`src/rtl/codec_ctrl_pkg.sv`:
```
package codec_ctrl_pkg;

  localparam int WORD_W   = 16;
  localparam int DATA_W   = 8;
  localparam int ADDR_W   = 5;
  localparam int ADDR_LSB = 8;
  localparam int RD_POS   = 13;

  localparam int REG_MAIN = 0;
  localparam int REG_STAT = 1;
  localparam int SRST_POS = 7;
  localparam int LOOP_POS = 2;
  localparam int OVF_POS  = 0;

  typedef struct packed {
    logic [1:0]        rsv;
    logic              rd;
    logic [ADDR_W-1:0] addr;
    logic [DATA_W-1:0] data;
  } cmd_t;

endpackage

```
`src/rtl/ccp_deframer.sv`:
```
module ccp_deframer
  import codec_ctrl_pkg::*;
#(
  parameter int CNT_W = $clog2(WORD_W)
) (
  input  logic              clk,
  input  logic              rst,
  input  logic              clr,
  input  logic              fsync,
  input  logic              sdin,
  output logic              active,
  output logic [CNT_W-1:0]  cnt,
  output logic              hdr_v,
  output logic              hdr_rd,
  output logic [ADDR_W-1:0] hdr_addr,
  output logic              word_v,
  output logic [WORD_W-1:0] word
);

  localparam int SH_W = WORD_W - 1;

  logic [SH_W-1:0] sh;

  always_ff @(posedge clk) begin
    if (rst || clr) begin
      active <= 1'b0;
      cnt    <= '0;
      sh     <= '0;
      word_v <= 1'b0;
      word   <= '0;
    end else begin
      word_v <= 1'b0;
      if (fsync) begin
        active <= 1'b1;
        cnt    <= CNT_W'(WORD_W - 2);
        sh     <= {{(SH_W-1){1'b0}}, sdin};
      end else if (active) begin
        sh <= {sh[SH_W-2:0], sdin};
        if (cnt == '0) begin
          active <= 1'b0;
          word_v <= 1'b1;
          word   <= {sh, sdin};
        end else begin
          cnt <= cnt - 1'b1;
        end
      end
    end
  end

  // Header peek: when the last address bit is on the wire, the rest of the
  // header already sits in the low end of the shifter.
  assign hdr_v    = active && !fsync && (cnt == CNT_W'(ADDR_LSB));
  assign hdr_rd   = sh[RD_POS-ADDR_LSB-1];
  assign hdr_addr = {sh[ADDR_W-2:0], sdin};

endmodule

```
`src/rtl/ccp_regfile.sv`:
```
module ccp_regfile
  import codec_ctrl_pkg::*;
#(
  parameter int NREG = 4
) (
  input  logic               clk,
  input  logic               rst,
  input  logic               pwrdn,
  input  logic               fsync,
  input  logic               ovf_evt,
  input  logic               word_v,
  input  logic [WORD_W-1:0]  word,
  input  logic [ADDR_W-1:0]  rd_addr,
  output logic [DATA_W-1:0]  rd_data,
  output logic               srst,
  output logic [NREG*DATA_W-1:0] reg_bus,
  output logic               ovf_flag,
  output logic               loop_en
);

  cmd_t cmd;
  logic wr_go, rd_stat, evt_seen;
  logic [DATA_W-1:0] view [NREG];
  logic unused_rsv;

  assign cmd        = cmd_t'(word);
  assign unused_rsv = ^cmd.rsv;
  assign wr_go      = word_v && !pwrdn && !cmd.rd;
  assign rd_stat    = word_v && !pwrdn && cmd.rd && (cmd.addr == ADDR_W'(REG_STAT));
  assign srst       = wr_go && (cmd.addr == ADDR_W'(REG_MAIN)) && cmd.data[SRST_POS];

  for (genvar i = 0; i < NREG; i++) begin : g_reg
    localparam logic [DATA_W-1:0] ONE  = DATA_W'(1);
    localparam logic [DATA_W-1:0] KEEP =
      (i == REG_MAIN) ? ~(ONE << SRST_POS) :
      (i == REG_STAT) ? ~(ONE << OVF_POS)  : '1;
    logic [DATA_W-1:0] q;

    always_ff @(posedge clk) begin
      if (rst || srst)
        q <= '0;
      else if (wr_go && (cmd.addr == ADDR_W'(i)))
        q <= cmd.data & KEEP;
    end

    if (i == REG_STAT) begin : g_stat
      assign view[i] = q | (DATA_W'(ovf_flag) << OVF_POS);
    end else begin : g_plain
      assign view[i] = q;
    end
    assign reg_bus[i*DATA_W +: DATA_W] = view[i];
  end

  always_ff @(posedge clk) begin
    if (rst || srst) begin
      ovf_flag <= 1'b0;
      evt_seen <= 1'b0;
    end else begin
      if (ovf_evt)
        ovf_flag <= 1'b1;
      else if (rd_stat && !evt_seen)
        ovf_flag <= 1'b0;
      if (fsync)
        evt_seen <= ovf_evt;
      else if (ovf_evt)
        evt_seen <= 1'b1;
    end
  end

  always_comb begin
    rd_data = '0;
    for (int i = 0; i < NREG; i++)
      if (rd_addr == ADDR_W'(i)) rd_data = view[i];
  end

  assign loop_en = g_reg[REG_MAIN].q[LOOP_POS];

endmodule

```
`src/rtl/ccp_readout.sv`:
```
module ccp_readout
  import codec_ctrl_pkg::*;
#(
  parameter int CNT_W = $clog2(WORD_W)
) (
  input  logic              clk,
  input  logic              rst,
  input  logic              clr,
  input  logic              fsync,
  input  logic              active,
  input  logic [CNT_W-1:0]  cnt,
  input  logic              hdr_v,
  input  logic              hdr_rd,
  input  logic [DATA_W-1:0] rd_data,
  output logic              sdout,
  output logic              sdout_en
);

  logic              rmode;
  logic [DATA_W-2:0] rsh;

  always_ff @(posedge clk) begin
    if (rst || clr) begin
      sdout_en <= 1'b0;
      sdout    <= 1'b0;
      rmode    <= 1'b0;
      rsh      <= '0;
    end else begin
      sdout_en <= fsync || (active && (cnt != '0));
      if (fsync) begin
        sdout <= 1'b0;
        rmode <= 1'b0;
      end else if (hdr_v && hdr_rd) begin
        sdout <= rd_data[DATA_W-1];
        rsh   <= rd_data[DATA_W-2:0];
        rmode <= 1'b1;
      end else if (rmode && active && (cnt != '0)) begin
        sdout <= rsh[DATA_W-2];
        rsh   <= {rsh[DATA_W-3:0], 1'b0};
      end else begin
        sdout <= 1'b0;
        rmode <= 1'b0;
      end
    end
  end

endmodule

```
`src/rtl/codec_ctrl_port.sv`:
```
module codec_ctrl_port
  import codec_ctrl_pkg::*;
#(
  parameter int NREG = 4
) (
  input  logic                   clk,
  input  logic                   rst,
  input  logic                   fsync,
  input  logic                   sdin,
  input  logic                   pwrdn,
  input  logic                   ovf_evt,
  output logic                   sdout,
  output logic                   sdout_en,
  output logic                   loop_en,
  output logic                   ovf_flag,
  output logic [NREG*DATA_W-1:0] reg_bus
);

  localparam int CNT_W = $clog2(WORD_W);

  logic              frm_active, frm_hdr_v, frm_hdr_rd, frm_word_v, srst, clr;
  logic [CNT_W-1:0]  frm_cnt;
  logic [ADDR_W-1:0] frm_hdr_addr;
  logic [WORD_W-1:0] frm_word;
  logic [DATA_W-1:0] rd_data;

  assign clr = pwrdn || srst;

  ccp_deframer #(.CNT_W(CNT_W)) u_frm (
    .clk(clk), .rst(rst), .clr(clr), .fsync(fsync), .sdin(sdin),
    .active(frm_active), .cnt(frm_cnt), .hdr_v(frm_hdr_v),
    .hdr_rd(frm_hdr_rd), .hdr_addr(frm_hdr_addr),
    .word_v(frm_word_v), .word(frm_word)
  );

  ccp_regfile #(.NREG(NREG)) u_regs (
    .clk(clk), .rst(rst), .pwrdn(pwrdn), .fsync(fsync), .ovf_evt(ovf_evt),
    .word_v(frm_word_v), .word(frm_word), .rd_addr(frm_hdr_addr),
    .rd_data(rd_data), .srst(srst), .reg_bus(reg_bus),
    .ovf_flag(ovf_flag), .loop_en(loop_en)
  );

  ccp_readout #(.CNT_W(CNT_W)) u_out (
    .clk(clk), .rst(rst), .clr(clr), .fsync(fsync), .active(frm_active),
    .cnt(frm_cnt), .hdr_v(frm_hdr_v), .hdr_rd(frm_hdr_rd),
    .rd_data(rd_data), .sdout(sdout), .sdout_en(sdout_en)
  );

endmodule

```
`config.mk`:
```
export PLATFORM = sky130hd
export DESIGN_NAME = codec_ctrl_port
export DESIGN_NICKNAME = d
export VERILOG_FILES = /design/src/rtl/codec_ctrl_pkg.sv /design/src/rtl/ccp_deframer.sv /design/src/rtl/ccp_regfile.sv /design/src/rtl/ccp_readout.sv /design/src/rtl/codec_ctrl_port.sv
export SDC_FILE = /design/constraint.sdc
export NUM_CORES = 1
export LEC_CHECK = 0
export ABC_AREA = 1
export BUFFER_PORTS_ARGS = -buffer_cell sky130_fd_sc_hd__buf_4
export CAP_MARGIN = 10
export CORE_MARGIN = 3
export CORE_UTILIZATION = 30
export DETAILED_ROUTE_END_ITERATION = 8
export PLACE_DENSITY = 0.46
export SLEW_MARGIN = 20
export SYNTH_ARGS = -nofsm -noshare
export SYNTH_HDL_FRONTEND = slang
export SYNTH_SLANG_ARGS = --single-unit
```
`constraint.sdc`:
```
create_clock -name clk -period 1.7 [get_ports clk]
set_input_delay 0.51 -clock clk [delete_from_list [all_inputs] [get_ports clk]]
set_output_delay 0.51 -clock clk [all_outputs]
set_load 0.005 [all_outputs]
```
# After elaboration in Yosys (flattened, before gate mapping)
# Index checks and enable logic that the tools add are counted.
op_classes:
  add_sub_neg: 1
  n_mul: 0
  div: 0
  magnitude_cmp: 0
  n_eq_ne: 9
  n_shift: 0
  muxes: 23
  n_bitwise: 4
  reduce_logical: 38
ops:
  columns: ["cell", "count"]
  rows:
  - ["8-bit two-way mux", 3]
  - ["7-bit two-way mux", 3]
  - ["5-bit by 2-bit == test with 1-bit output, second input constant", 4]
  - ["1-bit logical AND", 16]
  - ["1-bit two-way mux", 14]
  - ["4-bit two-way mux", 3]
  - ["5-bit by 1-bit == test with 1-bit output, second input constant", 2]
  - ["5-bit logical NOT", 2]
  - ["8-bit by 1-bit bitwise OR with 8-bit output", 1]
  - ["2-bit nonzero test", 4]
  - ["2-bit AND reduction", 3]
  - ["4-bit == test, second input constant", 1]
  - ["1-bit logical NOT", 4]
  - ["4-bit logical NOT", 1]
  - ["1-bit logical OR", 4]
  - ["4-bit nonzero test", 1]
  - ["4-bit by 1-bit subtractor with 4-bit output, second input constant", 1]
  - ["1-bit NOT", 3]
  - ["3-bit AND reduction", 1]
  - ["3-bit OR reduction", 1]
  - ["2-bit by 1-bit inequality test with 1-bit output, second input constant", 1]
  - ["2-bit inequality test, second input constant", 1]
  - ["2-bit OR reduction", 1]
word_totals:
  ff_bits: 75
  latchBits: 0
  mem_bits_rw: 0
  romBits: 0
  input_bits: 6
  out_inout_bits: 36
  wordCells: 92
  n_memories: 0

# Depth between registers and ports, before layout
logic_depth:
  ltp_word: 8
  ltp_mapped: 11
  depth_no_buf: 10

# By module
# From an unflattened synthesis, not the netlist that was laid out.
unflattened:
  cells_unflattened: 495
  hier_area_um2: 3667.3
modules_own_cells:
  columns: ["mod", "n_inst", "cells_per_inst", "area_per_inst_um2", "seq_area_each_um2"]
  rows:
  - ["ccp_regfile", 1, 225, 1634.1, 640.6]
  - ["ccp_deframer", 1, 183, 1426.4, 740.7]
  - ["ccp_readout", 1, 84, 595.6, 200.2]
  - ["codec_ctrl_port", 1, 3, 11.3, 0.0]

# Worst setup path before layout
# No wires, ideal clock.
synth_timing:
  path_type: "input to register"
  from: "input pwrdn"
  to: "register u_out.rsh[1]"
  setup_ps: 119
  arrival_time_ps: 1460
  required_ps: 1581
  setup_slack_ps: 121
  cell_stages: 9
  path_buffers: 1
  path_cell_list: "clkinv_2 -> nand3_4 -> nor2_8 -> nand2_8 -> inv_4 -> nand2_4 -> nand3_4 -> buf_6 -> a21oi_2"
synth_via:
  elab_chain_cells: 7
synth_lines:
  columns: ["item", "line", "text"]
  rows:
  - ["start, declared", "codec_ctrl_port.sv:10", "input logic pwrdn,"]
  - ["1-bit logical NOT", "ccp_regfile.sv:28", "assign wr_go = word_v && !pwrdn && !cmd.rd;"]
  - ["1-bit logical AND (2 in series)", "ccp_regfile.sv:28", null]
  - ["1-bit logical AND (2 in series)", "ccp_regfile.sv:30", "assign srst = wr_go && (cmd.addr == ADDR_W'(REG_MAIN)) && cmd.data[SRST_POS];"]
  - ["1-bit logical OR *", "codec_ctrl_port.sv:27", "assign clr = pwrdn || srst;"]
  - ["1-bit logical OR *", "ccp_readout.sv:23", "if (rst || clr) begin"]
  - ["end signal, assigned", "ccp_readout.sv:35", "rsh <= rd_data[DATA_W-2:0];"]
  - ["end signal, assigned", "ccp_readout.sv:39", "rsh <= {rsh[DATA_W-3:0], 1'b0};"]
  - ["end, declared", "ccp_readout.sv:20", "logic [DATA_W-2:0] rsh;"]
# Every way passes the cells marked *; elsewhere a longest branch is shown, timed or not.
# A chain may end at the register's enable or synchronous reset.

# Worst setup path after layout
layout_timing:
  from: "register u_frm.active"
  to: "register u_out.rsh[6]"
layout_via:
  elab_chain_cells: 5
  word_cells_on_any_way: 8
  classes_between: "1 x mux; 7 x reduce/logical"
layout_lines:
  columns: ["item", "line", "text"]
  rows:
  - ["start, declared", "ccp_deframer.sv:11", "output logic active,"]
  - ["start signal, assigned", "ccp_deframer.sv:26", "active <= 1'b0;"]
  - ["start signal, assigned", "ccp_deframer.sv:34", "active <= 1'b1;"]
  - ["start signal, assigned", "ccp_deframer.sv:40", "active <= 1'b0;"]
  - ["1-bit logical AND (2 in series)", "ccp_deframer.sv:52", "assign hdr_v = active && !fsync && (cnt == CNT_W'(ADDR_LSB));"]
  - ["1-bit logical AND", "ccp_readout.sv:33", "end else if (hdr_v && hdr_rd) begin"]
  - ["2-bit nonzero test (no line)", null, null]
  - ["2-bit AND reduction (no line)", null, null]
# Several ways; a longest one is shown, not always the timed one.

==> flow_metrics.env <==
export IMPL_status="finished, final reports clean"
export IMPL_cts_root_buf="clkbuf_16"
export IMPL_setup_violations=0
export IMPL_crit_end="u_out.rsh[6]"
export IMPL_cts_htree_levels=3
export IMPL_min_delay_start="ovf_evt"
export IMPL_dieArea_mm2=0.0127
export IMPL_ys_types=33
export IMPL_placed_area_mm2=0.00397
export IMPL_yosysMostFrequentCell="nand2_1"
export IMPL_avgSynthCellArea_um2=7.62
export IMPL_cts_tree="built"
export IMPL_busiest_layer="met2"
export IMPL_synth_top_cell_area_share=0.435
export IMPL_ir_drop_v=0.000513
export IMPL_gp_congestion=0.804
export IMPL_wl_per_cell_um=15.4
export IMPL_worstSetupPathType="flop to flop"
export IMPL_rrSetupSlack_ps=160
export IMPL_via_per_inst=4.93
export IMPL_syn_inst=447
export IMPL_cellPowerDensity_mw_per_mm2=888
export IMPL_yosys_warnings=0
export IMPL_grt_use_met3=0.0507
export IMPL_cp_arrival_ps=1810
export IMPL_grt_pass1_wl_mm=16.0
export IMPL_hold_viol_final=0
export IMPL_finalCriticalPeriod_ps=1540
export IMPL_overflow=0
export IMPL_syn_area_mm2=0.00341
export IMPL_drt_initial_drc_count=232
export IMPL_synth_adder_area_share=0.00734
export IMPL_syn2layout_area_growth_pct=25.5
export IMPL_gr_usage_met1=0.220
export IMPL_dp_hpwl_mm=7.30
export IMPL_synth_xor_area_frac=0
export IMPL_final_area_mm2=0.00428
export IMPL_ys_seq_area_frac=0.435
export IMPL_coreArea_mm2=0.0110
export IMPL_hold_ws_ps=393
export IMPL_grt_antenna_before_repair=0
export IMPL_grt_pass1_vias=3003
export IMPL_wl_mm=9.96
export IMPL_insertion_delay_ps=330
export IMPL_finalCritPeriodShare=0.904
export IMPL_yosys_register_bits=74
export IMPL_worstReg2RegEnd="u_out.rsh[6]"
export IMPL_synth_top_family_by_area="simple AND/OR/NAND/NOR gates"
export IMPL_synth_compound_area_frac=0.143
export IMPL_critPathMaxFanout=14
export IMPL_n_fill_cell=1161
export IMPL_synthMuxAreaShare=0
export IMPL_required_ps=1970
export IMPL_diodes=0
export IMPL_synthFlopType="dfxtp_1"
export IMPL_power_static_leakage_nw=1.62
export IMPL_drv_cap=0
export IMPL_drc=0
export IMPL_critPathLaunch="u_frm.active"
export IMPL_max_freq_ghz=0.650
export IMPL_cts_buffer_depth=2
export IMPL_die_y_um=113
export IMPL_ff2ff_path_depth=8
export IMPL_clkTransAtPathRegs_ps=60
export IMPL_ys_async_sr_fraction=0
export IMPL_synth_top_cells_by_count="nand2_1, dfxtp_1, a21oi_1, nand3_1, nor2_1"
export IMPL_synth_fp_nets=455
export IMPL_drtAntennaViolNets=0
export IMPL_critPathLaunchType="flop"
export IMPL_drive_above_1_share=0.247
export IMPL_synthSimpleGateAreaFrac=0.333
export IMPL_cts_hold_repair_buffers=0
export IMPL_nets=511
export IMPL_synth_area_top_cells="dfxtp_1, nand2_1, a21oi_1, nand3_1, nor2_1"
export IMPL_dr_pass1_iters=4
export IMPL_clkSinkCount=74
export IMPL_endpoint_kind="flop"
export IMPL_reg2reg_from="u_frm.active"
export IMPL_std_cell_rows=38
export IMPL_finalClockSkew_ps=7.29
export IMPL_numCtsBuffers=9
export IMPL_synth_edf_count=0
export IMPL_initial_core_util=0.310
export IMPL_die_w_um=113
export IMPL_vias=3189
export IMPL_gr_usage_met2=0.245
export IMPL_io_buffer_count=40
export IMPL_hold_class="input pin to flop"
export IMPL_slew_viol_final=0
export IMPL_setup_tns_ps=0
export IMPL_ios=42
export IMPL_post_cts_setup_buffers=0
export IMPL_grt_max_degree=25
export IMPL_whs_path_depth=3
export IMPL_grtUsageTotal=0.161
export IMPL_synth_top_area_cell="dfxtp_1"
==> metrics by stage <==
| step | std cells | setup WS (ps) | power [W] | utilization |
|---|---|---|---|---|
| final | 647 | 163 | 0.00380 | 0.389 |
| after detailed placement | 632 | 22.5 | 0.00199 | 0.361 |
| after global placement | 632 | 55.4 | 0.00199 | 0.361 |
| after floorplan | 447 | 121 | 0.00192 | - |
| after CTS | 647 | 69.4 | 0.00385 | 0.387 |
| after global routing | 647 | -1.97 | 0.00395 | 0.389 |
==> critical path, stage by stage, from the launching register on <==
cell and delay, ps:
dfxtp_1 490, inv_4 150, nor2_8 130, nand3_4 90, nand2_4 90, nand2_2 160
nor2_2 180, o21ai_1 80, a21oi_1 110
==> placed cells by master, fill, tap and decap left out, drive strengths merged <==
cell type	n
o211ai	6
clkbuf	9
o21ai	16
a21oi	65
bufinv	1
nor3b	1
conb	1
nand4	20
inv	30
dfxtp	74
ha	2
or2	1
clkinv	7
buf	68
nand3	43
nor2	43
nor3	3
nand2	117
==> repair_timing <==
| action | in CTS | in global routing |
|---|---|---|
| gates resized for setup | 0 | 7 |
| hold endpoints to repair | 0 | 0 |
| endpoints found under the setup margin | 0 | 7 |
==> flip-flops by register name (all words and copies together) (netlist names) <==
signal,cells
u_frm.sh,13
u_regs.evt_seen,1
u_frm.word,14
u_frm.word_v,1
u_frm.active,1
u_out.sdout,1
u_regs.g.q,30
u_out.rmode,1
u_out.rsh,7
u_frm.cnt,4
u_regs.ovf_flag,1
==> report_power, final <==
group,internal (W),switching (W)
Sequential,0.00174,0.0000128
Combinational,0.0000703,0.000126
Clock,0.00112,0.000726
==> cells by family (layout without fill, tap and decap cells) <==
| group | after synthesis | after routing |
|---|---|---|
| AND/OR/NAND/NOR | 228 | 228 |
| AO/OA/AOI/OAI | 87 | 87 |
| adder cells (fa/ha/maj) | 2 | 2 |
| other | 1 | 1 |
| flip-flops | 74 | 74 |
| buffers and inverters | 55 | 115 |
==> how the worst min path moves through the flow <==
stage,endpoint
2_1_floorplan,u_frm.word[11]
3_3_place_gp,u_frm.word[10]
3_5_place_dp,u_frm.word[11]
4_1_cts,u_regs.ovf_flag
5_1_grt,u_regs.ovf_flag
6_report,u_regs.ovf_flag
==> layout make-up <==
type | instances | area, um^2 | share of cell area
Timing Repair Buffer | 68 | 536 | 0.125
Sequential cell | 74 | 1480 | 0.346
Multi-Input combinational cell | 318 | 1670 | 0.391
Clock inverter | 6 | 58.8 | 0.0138
Clock buffer | 9 | 225 | 0.0527
Tap cell | 140 | 175 | 0.0410
Inverter | 32 | 126 | 0.0295
==> metal layers <==
layer | share of wire | vias up
li1 | - | 1596
met1 | 0.45 | 1498
met2 | 0.46 | 83
met3 | 0.069 | 12
met4 | 0.018 | 0
met5 | 0 | -
Power figures use the tool's default switching activity.
